[src/rtl/hexw_pkg.sv]
package hexw_pkg;
  localparam int unsigned CHAR_W = 8;
  typedef logic [CHAR_W-1:0] char_t;

  localparam char_t NEWLINE_CHAR = 8'h0A;
  localparam char_t DIGIT_BASE   = 8'h30;
  localparam char_t LETTER_BASE  = 8'h37;
  localparam int unsigned FIRST_LETTER = 10;
endpackage

[src/rtl/hexw_nib2ascii.sv]
module hexw_nib2ascii
  import hexw_pkg::*;
#(
  parameter int unsigned NIB_W = 4
) (
  input  logic [NIB_W-1:0] nib_i,
  output char_t            char_o
);
  logic is_letter;

  always_comb begin
    is_letter = (nib_i >= NIB_W'(FIRST_LETTER));
    if (is_letter) char_o = LETTER_BASE + CHAR_W'(nib_i);
    else           char_o = DIGIT_BASE  + CHAR_W'(nib_i);
  end
endmodule

[src/rtl/hexw_word_shreg.sv]
module hexw_word_shreg #(
  parameter int unsigned DATA_W = 32,
  parameter int unsigned NIB_W  = 4
) (
  input  logic              clk,
  input  logic              rst_n,
  input  logic              load_i,
  input  logic [DATA_W-1:0] word_i,
  input  logic              shift_i,
  output logic [NIB_W-1:0]  nib_o
);
  logic [DATA_W-1:0] sr_q;

  always_ff @(posedge clk) begin
    if (!rst_n) begin
      sr_q <= '0;
    end else if (load_i) begin
      sr_q <= word_i;
    end else if (shift_i) begin
      sr_q <= {sr_q[DATA_W-NIB_W-1:0], {NIB_W{1'b0}}};
    end
  end

  assign nib_o = sr_q[DATA_W-1 -: NIB_W];
endmodule

[src/rtl/hexw_seq.sv]
module hexw_seq #(
  parameter int unsigned DIGITS = 8
) (
  input  logic clk,
  input  logic rst_n,
  input  logic start_i,
  input  logic ready_i,
  output logic busy_o,
  output logic load_o,
  output logic shift_o,
  output logic tail_o
);
  localparam int unsigned CNT_W = $clog2(DIGITS + 1);

  logic             busy_q;
  logic [CNT_W-1:0] pos_q;
  logic             fire;

  assign load_o  = start_i && !busy_q;
  assign fire    = busy_q && ready_i;
  assign tail_o  = (pos_q == CNT_W'(DIGITS));
  assign shift_o = fire && !tail_o;
  assign busy_o  = busy_q;

  always_ff @(posedge clk) begin
    if (!rst_n) begin
      busy_q <= 1'b0;
      pos_q  <= '0;
    end else if (load_o) begin
      busy_q <= 1'b1;
      pos_q  <= '0;
    end else if (fire) begin
      if (tail_o) begin
        busy_q <= 1'b0;
        pos_q  <= '0;
      end else begin
        pos_q  <= pos_q + CNT_W'(1);
      end
    end
  end
endmodule

[src/rtl/hex_word_tx.sv]
module hex_word_tx
  import hexw_pkg::*;
#(
  parameter int unsigned DATA_W = 32,
  parameter int unsigned NIB_W  = 4
) (
  input  logic              clk,
  input  logic              rst_n,
  input  logic              start_i,
  input  logic [DATA_W-1:0] word_i,
  output logic              busy_o,
  output logic [CHAR_W-1:0] tx_data_o,
  output logic              tx_valid_o,
  input  logic              tx_ready_i
);
  localparam int unsigned DIGITS = DATA_W / NIB_W;

  logic             load;
  logic             shift;
  logic             tail;
  logic [NIB_W-1:0] nib;
  char_t            digit_char;

  hexw_seq #(.DIGITS(DIGITS)) u_seq (
    .clk     (clk),
    .rst_n   (rst_n),
    .start_i (start_i),
    .ready_i (tx_ready_i),
    .busy_o  (busy_o),
    .load_o  (load),
    .shift_o (shift),
    .tail_o  (tail)
  );

  hexw_word_shreg #(.DATA_W(DATA_W), .NIB_W(NIB_W)) u_shreg (
    .clk     (clk),
    .rst_n   (rst_n),
    .load_i  (load),
    .word_i  (word_i),
    .shift_i (shift),
    .nib_o   (nib)
  );

  hexw_nib2ascii #(.NIB_W(NIB_W)) u_enc (
    .nib_i  (nib),
    .char_o (digit_char)
  );

  assign tx_valid_o = busy_o;
  assign tx_data_o  = tail ? NEWLINE_CHAR : digit_char;
endmodule

[config.mk]
export PLATFORM = sky130hd
export DESIGN_NAME = hex_word_tx
export DESIGN_NICKNAME = d
export VERILOG_FILES = /design/src/rtl/hexw_pkg.sv /design/src/rtl/hexw_nib2ascii.sv /design/src/rtl/hexw_word_shreg.sv /design/src/rtl/hexw_seq.sv /design/src/rtl/hex_word_tx.sv
export SDC_FILE = /design/constraint.sdc
export NUM_CORES = 1
export LEC_CHECK = 0
export ABC_CLOCK_PERIOD_IN_PS = 1600
export BUFFER_PORTS_ARGS = -buffer_cell sky130_fd_sc_hd__buf_4
export CORE_MARGIN = 3
export CORE_UTILIZATION = 47
export CTS_CLUSTER_SIZE = 16
export DETAILED_ROUTE_END_ITERATION = 7
export PLACE_DENSITY = 0.74
export RECOVER_POWER = 25
export SLEW_MARGIN = 20
export SYNTH_ARGS = -nofsm -noshare
export SYNTH_HDL_FRONTEND = slang
export SYNTH_SLANG_ARGS = --single-unit
[constraint.sdc]
create_clock -name clk -period 1.6 [get_ports clk]
set_clock_uncertainty 0.2 [all_clocks]
set_input_delay 0.08 -clock clk [delete_from_list [all_inputs] [get_ports clk]]
set_output_delay 0.08 -clock clk [all_outputs]
set_load 0.05 [all_outputs]
==> results of run 1 <==
[stage by stage]
| stage | worst slack, ns | instances |
|---|---|---|
| after floorplan | 0.0008460 | 238 |
| after global placement | 0.01929 | 322 |
| after detailed placement | -0.01849 | 322 |
| after CTS | -0.2402 | 372 |
[what timing repair did]
action / 4_1_cts
hold buffers: 37
endpoints found under the setup margin: 11
resized for setup: 44
setup buffers: 6
endpoints found under the hold margin: 34
pin swaps: 15
cloned: 0
[synth_stat cells (all sizes together) (2+ instances only)]
cell type	n
o21ai	60
dfxtp	37
a21oi	34
a31oi	28
buf	14
nand2	14
clkbuf	12
inv	5
a21boi	4
ha	4
o211ai	4
nand3	3
nor2	3
and2	2
or3	2
[kinds of logic after synthesis]
family / count (synthesis)
adders and majority gates: 4
xor gates and xnor gates: 1
and+or+nand+nor: 28
AOI/OAI and AO/OA: 136
DFF: 37
buffers and inverters: 31
other: 1
==> impl_results.md, run 1 <==
- Status: aborted with a tool error
- Failed at: global routing (5_1_grt)
- Halt Reason: [ERROR DPL-0033] detailed placement checks failed during check placement.
- Mapped cell area: 1844 sq um
- Ys flop type: dfxtp_1
- Post-Synth XOR/XNOR Area: 0.4749%
- IO Pins: 46
- Cells after synthesis: 238
- Hpwl dp: 3.155 mm
- Synth top area share: 40.16%
- Worst EP post-GRT repair: tx_data_o[2]
- FP Rows: 22
- Clk buf depth: 2
- Largest net degree at the start of global routing: 35
- Yosys reg bits: 37
- Initial antenna violation count: 1
- Synth Area in Simple Gates: 7.191%
- Yosys top cell by area: dfxtp_1
- H-Tree Depth: 2
- Gpl congestion: 0.7519
- Avg Cell Area, Syn: 7.749 sq um
- WEP type: primary output
- Die height: 68.64 um
- Synthesized net count: 278
- Top cells by area, synth: dfxtp_1 40%, o21ai_0 16%, a31oi_1 9.5%
- Sequential area share after synthesis: 40.16%
- Root Buffer: clkbuf_8
- Post-synth ARST share: 0%
- Placed Area: 2341 sq um
- Clk sink count: 37
- Yosys warns: 0
- Synth Area in Compound Gates: 41.32%
- EDFF count, synth: 0
- Die Wd: 68.64 um
- Starting Density: 49.63%
- IO Port Bufs: 44
- Largest family of logic cells by synthesized area: compound AO/OA/AOI/OAI gates
- CTS buffer count: 5
- Yosys cell types: 31
- Adder-Cell Fraction of Synth Area: 2.714%
- Mux contribution to synthesized area: 0%
==> run 2, diff against run 1 <==
ABC_CLOCK_PERIOD_IN_PS = 2100   (was 1600)
CORE_UTILIZATION = 40   (was 47)
CTS_CLUSTER_SIZE = not set   (was 16)
PLACE_DENSITY = not set   (was 0.74)
PLACE_DENSITY_LB_ADDON = 0.15   (was not set)
clock period = 2.1 ns   (was 1.6 ns; I/O delays follow)
==> run 2 against run 1 <==
Synthesized area stayed put. The run now ends clean. Synthesized cell count stayed put.
==> impl_results.md, run 2 <==
- Die Area: 5461 sq um
- Most common cell after layout, fill and taps aside: o21ai_0
- Max VDD drop: 0.4176 mV
- Final ANT Viol Nets: 0
- Cells after synthesis: 238 (unchanged)
- Fin worst setup slack: 0.1082 ns
- Die Wd: 73.90 um (was 68.64 um)
- Pleak: 0.001013 uW
- Clk buf depth: 2 (unchanged)
- Top cells by area, synth: dfxtp_1 40%, o21ai_0 16%, a31oi_1 9.5% (unchanged)
- Net switching power: 457.9 uW
- Sequential area share after synthesis: 40.16% (unchanged)
- Slew Viols, Final: 0
- Clk sink count: 37 (unchanged)
- DR vias/cell: 5.573
- Adder-Cell Fraction of Synth Area: 2.714% (unchanged)
- IO Port Bufs: 44 (unchanged)
- Total wire length: 4.870 mm
- FP Rows: 24 (was 22)
- Period utilization: 94.85%
- Fin. Hold Viols: 0
- CP max stage delay: 0.33 ns
- Hpwl dp: 2.983 mm (was 3.155 mm)
- Critical path's slowest cell: dfxtp_1
- Pre-CTS setup slack: 0.3083 ns (was -0.01849 ns)
- Fin crit period: 1.992 ns
- Initial DRT Pass Iterations: 4
- Yosys top cell by area: dfxtp_1 (unchanged)
- Critical path arrival: 1.69 ns
- Mapped cell area: 1844 sq um (unchanged)
- Root Buffer: clkbuf_8 (unchanged)
- Placed Area: 2202 sq um (was 2341 sq um)
- Cell Count, Final, Fillers Out: 358
- Largest net degree at the start of global routing: 35
- Share of cells above drive strength 1: 20.59%
- Post-DR wirelength/cell: 13.60 um
- Internal power: 1146 uW
- Crit path kind: register to output port
- CTS buffer count: 5 (unchanged)
- Peak Freq: 502.1 MHz
- Gr usage total: 18.39%
- H-Tree Depth: 2 (unchanged)
- Hold Slack: 0.02381 ns
- Measured slew at the worst slew-check pin: 0.6108 ns
- P per Cell Area: 614.5 nW/um^2
- Post-CTS setup repair buffer count: 0 (was 6)
- CTS tree: yes
- Gpl congestion: 0.8350 (was 0.7519)
- Fillers: 396
- IO Pins: 46 (unchanged)
- Avg Cell Area, Syn: 7.749 sq um (unchanged)
- Synth top area share: 40.16% (unchanged)
- Most frequent cells in the layout: 58 x o21ai_0, 50 x buf_4, 35 x dfxtp_1, 34 x dlygate4sd3_1, 33 x a21oi_1
- Crit-path cells: inv_1, ha_2, nor2_1, or3_1, a21oi_1, buf_4
- Clk Latency, worst-skew pair: 0.28 ns
- Max Cap Viol: 0
- Ys flop type: dfxtp_1 (unchanged)
- Core Box Area: 4414 sq um
- Clk pin slew, worst setup/hold paths: 0.07 ns
- Crit path capture type: output port
- Mux contribution to synthesized area: 0% (unchanged)
- Yosys warns: 0 (unchanged)
- Combinational Power Share: 23.1%
- Top-count cell post-synth: o21ai_0 (unchanged)
- Die height: 73.90 um (was 68.64 um)
- Power share of the clock group: 28.0%
- DRT iter0 DRCs: 115
- WP data required: 1.79 ns
- Setup crit start kind: register
- Rel. slew slack: 59.28%
- Post-route DRC: 0
- RSZ-0062 raised after global routing: no
- Yosys reg bits: 37 (unchanged)
- Vias in the first global route: 1755
- HP Class: input port to register
- Final-stage net count: 347
- Placed cell count: 318 (was 322)
- Synth Area in Compound Gates: 41.32% (unchanged)
- Final Cell Area: 2610 sq um
- Post-Synth XOR/XNOR Area: 0.4749% (unchanged)
- Synth Area in Simple Gates: 7.191% (unchanged)
- Post-synth ARST share: 0% (unchanged)
- First-pass GRT wire length: 7.921 mm
- Initial antenna violation count: 0
- Crit-path max FO: 5
- Power share of the sequential group: 48.9%
- Sw Ratio: 28.55%
- EDFF count, synth: 0 (unchanged)
- Yosys cell types: 31 (unchanged)
- Remaining Overflow, GRT: 0
- Largest register FFs: 32
- Status: finished, final reports clean (was aborted with a tool error)
- # diodes: 0
- Largest family of logic cells by synthesized area: compound AO/OA/AOI/OAI gates (unchanged)
- Setup Viol. Count Final: 0
- Starting Density: 41.78% (was 49.63%)
- Commonest cells post-synth: 60 x o21ai_0, 37 x dfxtp_1, 33 x a21oi_1 (unchanged)
- Area Overhead vs Synth: 41.52%
- Top reg by flops: u_shreg.sr_q
- Via Count: 1995
- Synthesized net count: 278 (unchanged)
-- run 2: cell counts after synthesis --
No cell type changed its count.
-- run 2: logic make-up after synthesis --
group                      count (synthesis)
xor gates and xnor gates                   1
adders and majority gates                  4
AOI/OAI and AO/OA                        136
buffers and inverters                     31
and+or+nand+nor                           28
other                                      1
DFF                                       37
-- run 2: per-layer routing --
layer	wire length, um	track usage [%]	part of all wire [%]
met2	2241	29.23	46
met4	53	5.835	1.1
met5	0	0	0
met1	2385	24.19	49
met3	190	5.062	3.9
-- run 2: final timing paths --
path                                    endpoint  depth (start not counted)              from  slack, ns
worst min-delay path            u_shreg.sr_q[14]                          3             rst_n       0.02
worst max-delay path                tx_data_o[2]                          6  u_shreg.sr_q[28]       0.11
worst min register to register   u_shreg.sr_q[4]                          2   u_shreg.sr_q[4]       0.27
worst max register to register    u_seq.pos_q[3]                          5      u_seq.busy_o       0.31
-- run 2: area by class of cell --
cell class                 instances  area (sq um)  share of cell area (%)
inverter                           5         18.77                  0.7191
clock buffer                       5         68.82                   2.637
clock inverter                     1         5.005                  0.1918
multi-input combinational        170         962.2                   36.86
sequential                        37         743.2                   28.48
timing repair buffer              88         747.0                   28.62
tap                               52         65.06                   2.493
-- run 2: timing repair --
item                                    CTS  global route
endpoints found under the hold margin    34             0
hold buffers                             34             0
gates resized for setup                   0             4
endpoints found under the setup margin    0             4
-- run 2: worst max-delay path: cells and delay by family, from the launching register on --
kind / cells / cell delay (ns)
AO/OA/AOI/OAI: 1 / 0.13
flip-flops: 1 / 0.33
adder cells (fa/ha/maj): 1 / 0.24
AND/OR/NAND/NOR: 2 / 0.38
buffers and inverters: 2 / 0.33
-- run 2: stage by stage --
step	TNS, ns	total power (uW)	utilization (%)
final	0	1604	59.13
after global routing	0	1696	59.13
after CTS	0	1617	59.27
after detailed placement	0	1121	49.89
after global placement	0	1119	49.89
after floorplan	-0.1299	1004	-
-- run 2: power by group through the flow --
| stage | Combinational, uW | Clock [uW] | Sequential [uW] |
|---|---|---|---|
| finish | 370 | 449 | 784 |
| global route | 407 | 498 | 791 |
| CTS | 373 | 461 | 783 |
| detailed placement | 322 | 0 | 799 |
| global placement | 322 | 0 | 797 |
| floorplan | 208 | 0 | 796 |
(Power assumes the default switching activity.)
==> run 3, diff against run 2 <==
ABC_AREA = 1   (was not set)
==> run 3 against run 2 <==
Fmax rose by 4.5%. Via count rose by 5.5%. Final area rose by 0.77%. Count of clock-buffer cells in the layout rose by 2. Wire length fell by 2.3%. Combinational power rose by 26%. Largest cell class unchanged. Die area rose by 14%. Non-clock buffer count fell by 31. First-iteration DRC count fell by 28%. Power rose by 13%. Critical path depth rose by 1.
==> impl_results.md, run 3 <==
- Post-layout util: 53.55% (was 59.13%)
- H-Tree Depth: 2 (unchanged)
- Root Buffer: clkbuf_8 (unchanged)
- Final-stage net count: 435 (was 347)
- EDFF count, synth: 0 (unchanged)
- Largest net degree at the start of global routing: 31 (was 35)
- Crit path capture type: output port (unchanged)
- Top-count cell post-synth: nand2_1 (was o21ai_0)
- Share of cells above drive strength 1: 15.40% (was 20.59%)
- Remaining Overflow, GRT: 0 (unchanged)
- DR vias/cell: 4.546 (was 5.573)
- # diodes: 0 (unchanged)
- Avg Cell Area, Syn: 6.056 sq um (was 7.749 sq um)
- Initial DRT Pass Iterations: 5 (was 4)
- Measured slew at the worst slew-check pin: 0.6127 ns (was 0.6108 ns)
- Post-CTS setup repair buffer count: 0 (unchanged)
- Adder-Cell Fraction of Synth Area: 2.361% (was 2.714%)
- Yosys warns: 0 (unchanged)
- WP data required: 1.79 ns (about the same)
- Setup Viol. Count Final: 0 (unchanged)
- Synth Area in Compound Gates: 3.306% (was 41.32%)
- Ys flop type: dfxtp_1 (unchanged)
- Mapped cell area: 2120 sq um (was 1844 sq um)
- Final Cell Area: 2630 sq um (was 2610 sq um)
- Fin. Hold Viols: 0 (unchanged)
- Clk pin slew, worst setup/hold paths: 0.07 ns (about the same)
- Period utilization: 90.80% (was 94.85%)
- Mux contribution to synthesized area: 0% (unchanged)
- RSZ-0062 raised after global routing: no (unchanged)
- Initial antenna violation count: 0 (unchanged)
- Sequential area share after synthesis: 34.95% (was 40.16%)
- Setup crit start kind: register (unchanged)
- Setup TNS: 0 ns (unchanged)
- Clk Latency, worst-skew pair: 0.29 ns (was 0.28 ns)
- Slew Viols, Final: 0 (unchanged)
- Via Count: 2105 (was 1995)
- Die height: 78.80 um (was 73.90 um)
- IO Port Bufs: 44 (unchanged)
- P per Cell Area: 688.9 nW/um^2 (was 614.5 nW/um^2)
- IO Pins: 46 (unchanged)
- Yosys reg bits: 37 (unchanged)
- Critical path arrival: 1.60 ns (was 1.69 ns)
- Gpl congestion: 0.8212 (was 0.8350)
- Starting Density: 43.16% (was 41.78%)
- Post-route DRC: 0 (unchanged)
- Hpwl dp: 3.319 mm (was 2.983 mm)
- Gr usage total: 16.42% (was 18.39%)
- Synth Area in Simple Gates: 44.86% (was 7.191%)
- Die Area: 6209 sq um (was 5461 sq um)
- Crit-path max FO: 6 (was 5)
- Die Wd: 78.80 um (was 73.90 um)
- Area Overhead vs Synth: 24.08% (was 41.52%)
- Yosys cell types: 21 (was 31)
- Rel. slew slack: 59.15% (was 59.28%)
- Commonest cells post-synth: 128 x nand2_1, 64 x nor2_1, 37 x dfxtp_1 (was 60 x o21ai_0, 37 x dfxtp_1, 33 x a21oi_1)
- Total wire length: 4.756 mm (was 4.870 mm)
- Crit path kind: register to output port (unchanged)
- Max Cap Viol: 0 (unchanged)
- Peak Freq: 524.4 MHz (was 502.1 MHz)
- Final ANT Viol Nets: 0 (unchanged)
- DRT iter0 DRCs: 83 (was 115)
- First-pass GRT wire length: 8.204 mm (was 7.921 mm)
- Most frequent cells in the layout: 128 x nand2_1, 64 x nor2_1, 43 x buf_4, 37 x dfxtp_1 (was 58 x o21ai_0, 50 x buf_4, 35 x dfxtp_1, 34 x dlygate4sd3_1, 33 x a21oi_1)
- HP Class: input port to register (unchanged)
- Most common cell after layout, fill and taps aside: nand2_1 (was o21ai_0)
- Cells after synthesis: 350 (was 238)
- Top reg by flops: u_shreg.sr_q (unchanged)
- Core Box Area: 4911 sq um (was 4414 sq um)
- Clk buf depth: 2 (unchanged)
- CTS tree: yes (unchanged)
- FP Rows: 25 (was 24)
- Pleak: 0.001403 uW (was 0.001013 uW)
- Synthesized net count: 390 (was 278)
- CTS buffer count: 5 (unchanged)
- Yosys top cell by area: dfxtp_1 (unchanged)
- Placed Area: 2439 sq um (was 2202 sq um)
- Largest family of logic cells by synthesized area: simple AND/OR/NAND/NOR gates (was compound AO/OA/AOI/OAI gates)
- Max VDD drop: 0.3566 mV (was 0.4176 mV)
- Top cells by area, synth: dfxtp_1 35%, nand2_1 23%, nor2_1 11% (was dfxtp_1 40%, o21ai_0 16%, a31oi_1 9.5%)
- Post-DR wirelength/cell: 10.27 um (was 13.60 um)
- Largest register FFs: 32 (unchanged)
- Vias in the first global route: 1885 (was 1755)
- Clk sink count: 37 (unchanged)
- Status: finished, final reports clean (unchanged)
- Post-synth ARST share: 0% (unchanged)
- Synth top area share: 34.95% (was 40.16%)
- Fin crit period: 1.907 ns (was 1.992 ns)
- Post-Synth XOR/XNOR Area: 1.240% (was 0.4749%)
-- run 3: cell types whose count changed after synthesis, moves of 24 or more --
cell,delta
nand2_1,+114
nor2_1,+61
o21ai_0,-55
nand3_1,+33
inv_1,+31
a31oi_1,-28
a21oi_1,-24
-- run 3: cell families (layout without fill, tap and decap cells) --
group	count (synthesis)	in the layout
buf+inv	58	104
simple gates	233	233
fa+ha+maj	4	4
xor+xnor	3	3
flops	37	37
compound gates	14	14
other cells	1	1
-- run 3: worst paths after layout --
kind	slack, ns	from	endpoint	depth (start not counted)
setup / recovery	0.19	u_seq.pos_q[0]	tx_data_o[1]	7
hold / removal	0.04	word_i[20]	u_shreg.sr_q[20]	7
setup reg to reg	0.29	u_seq.pos_q[0]	u_shreg.sr_q[11]	9
hold reg to reg	0.29	u_shreg.sr_q[17]	u_shreg.sr_q[17]	2
-- run 3: through the flow --
step / hold WS (ns) / total power, uW / worst slack [ns] / std cells
global placement: 0.1804 / 1264 / 0.3556 / 445
detailed placement: 0.1844 / 1269 / 0.2999 / 445
floorplan: 0.05245 / 1150 / 0.2155 / 350
finish: 0.03503 / 1812 / 0.1932 / 463
CTS: 0.03048 / 1833 / 0.1776 / 463
global route: 0.05856 / 1930 / 0.01910 / 463
-- run 3: layout make-up --
class,instances,area [sq um]
clock buffers,7,96.34
clock inverters,1,5.005
fillers,512,2281
inverters,39,147.6
multi-input cells,255,1101
flip-flops and latches,37,740.7
well taps,67,83.83
repair buffers,57,455.4
-- run 3: what timing repair did --
action	4_1_cts	5_1_grt
endpoints found under the hold margin	17	0
gates resized for setup	0	0
hold buffers	10	0
-- run 3: power by group --
part           switching (uW)  leakage, uW  internal (uW)
Clock                     254    0.0000542            297
Sequential               33.4     0.000305            760
Combinational             284      0.00104            184
-- run 3: per-layer routing --
metal	share of wire [%]	vias to the layer above	GRT usage, %
met3	3.8	8	3.288
li1	-	1138	-
met4	1.5	0	6.294
met5	0	-	0
met2	47	35	29.20
met1	47	924	19.33
-- run 3: critical path, stage by stage, from the launching register on --
cell,delay (ns)
dfxtp_1,0.36
inv_1,0.08
ha_1,0.20
nand3_2,0.13
inv_1,0.12
a21oi_1,0.13
o21ai_1,0.08
buf_4,0.19
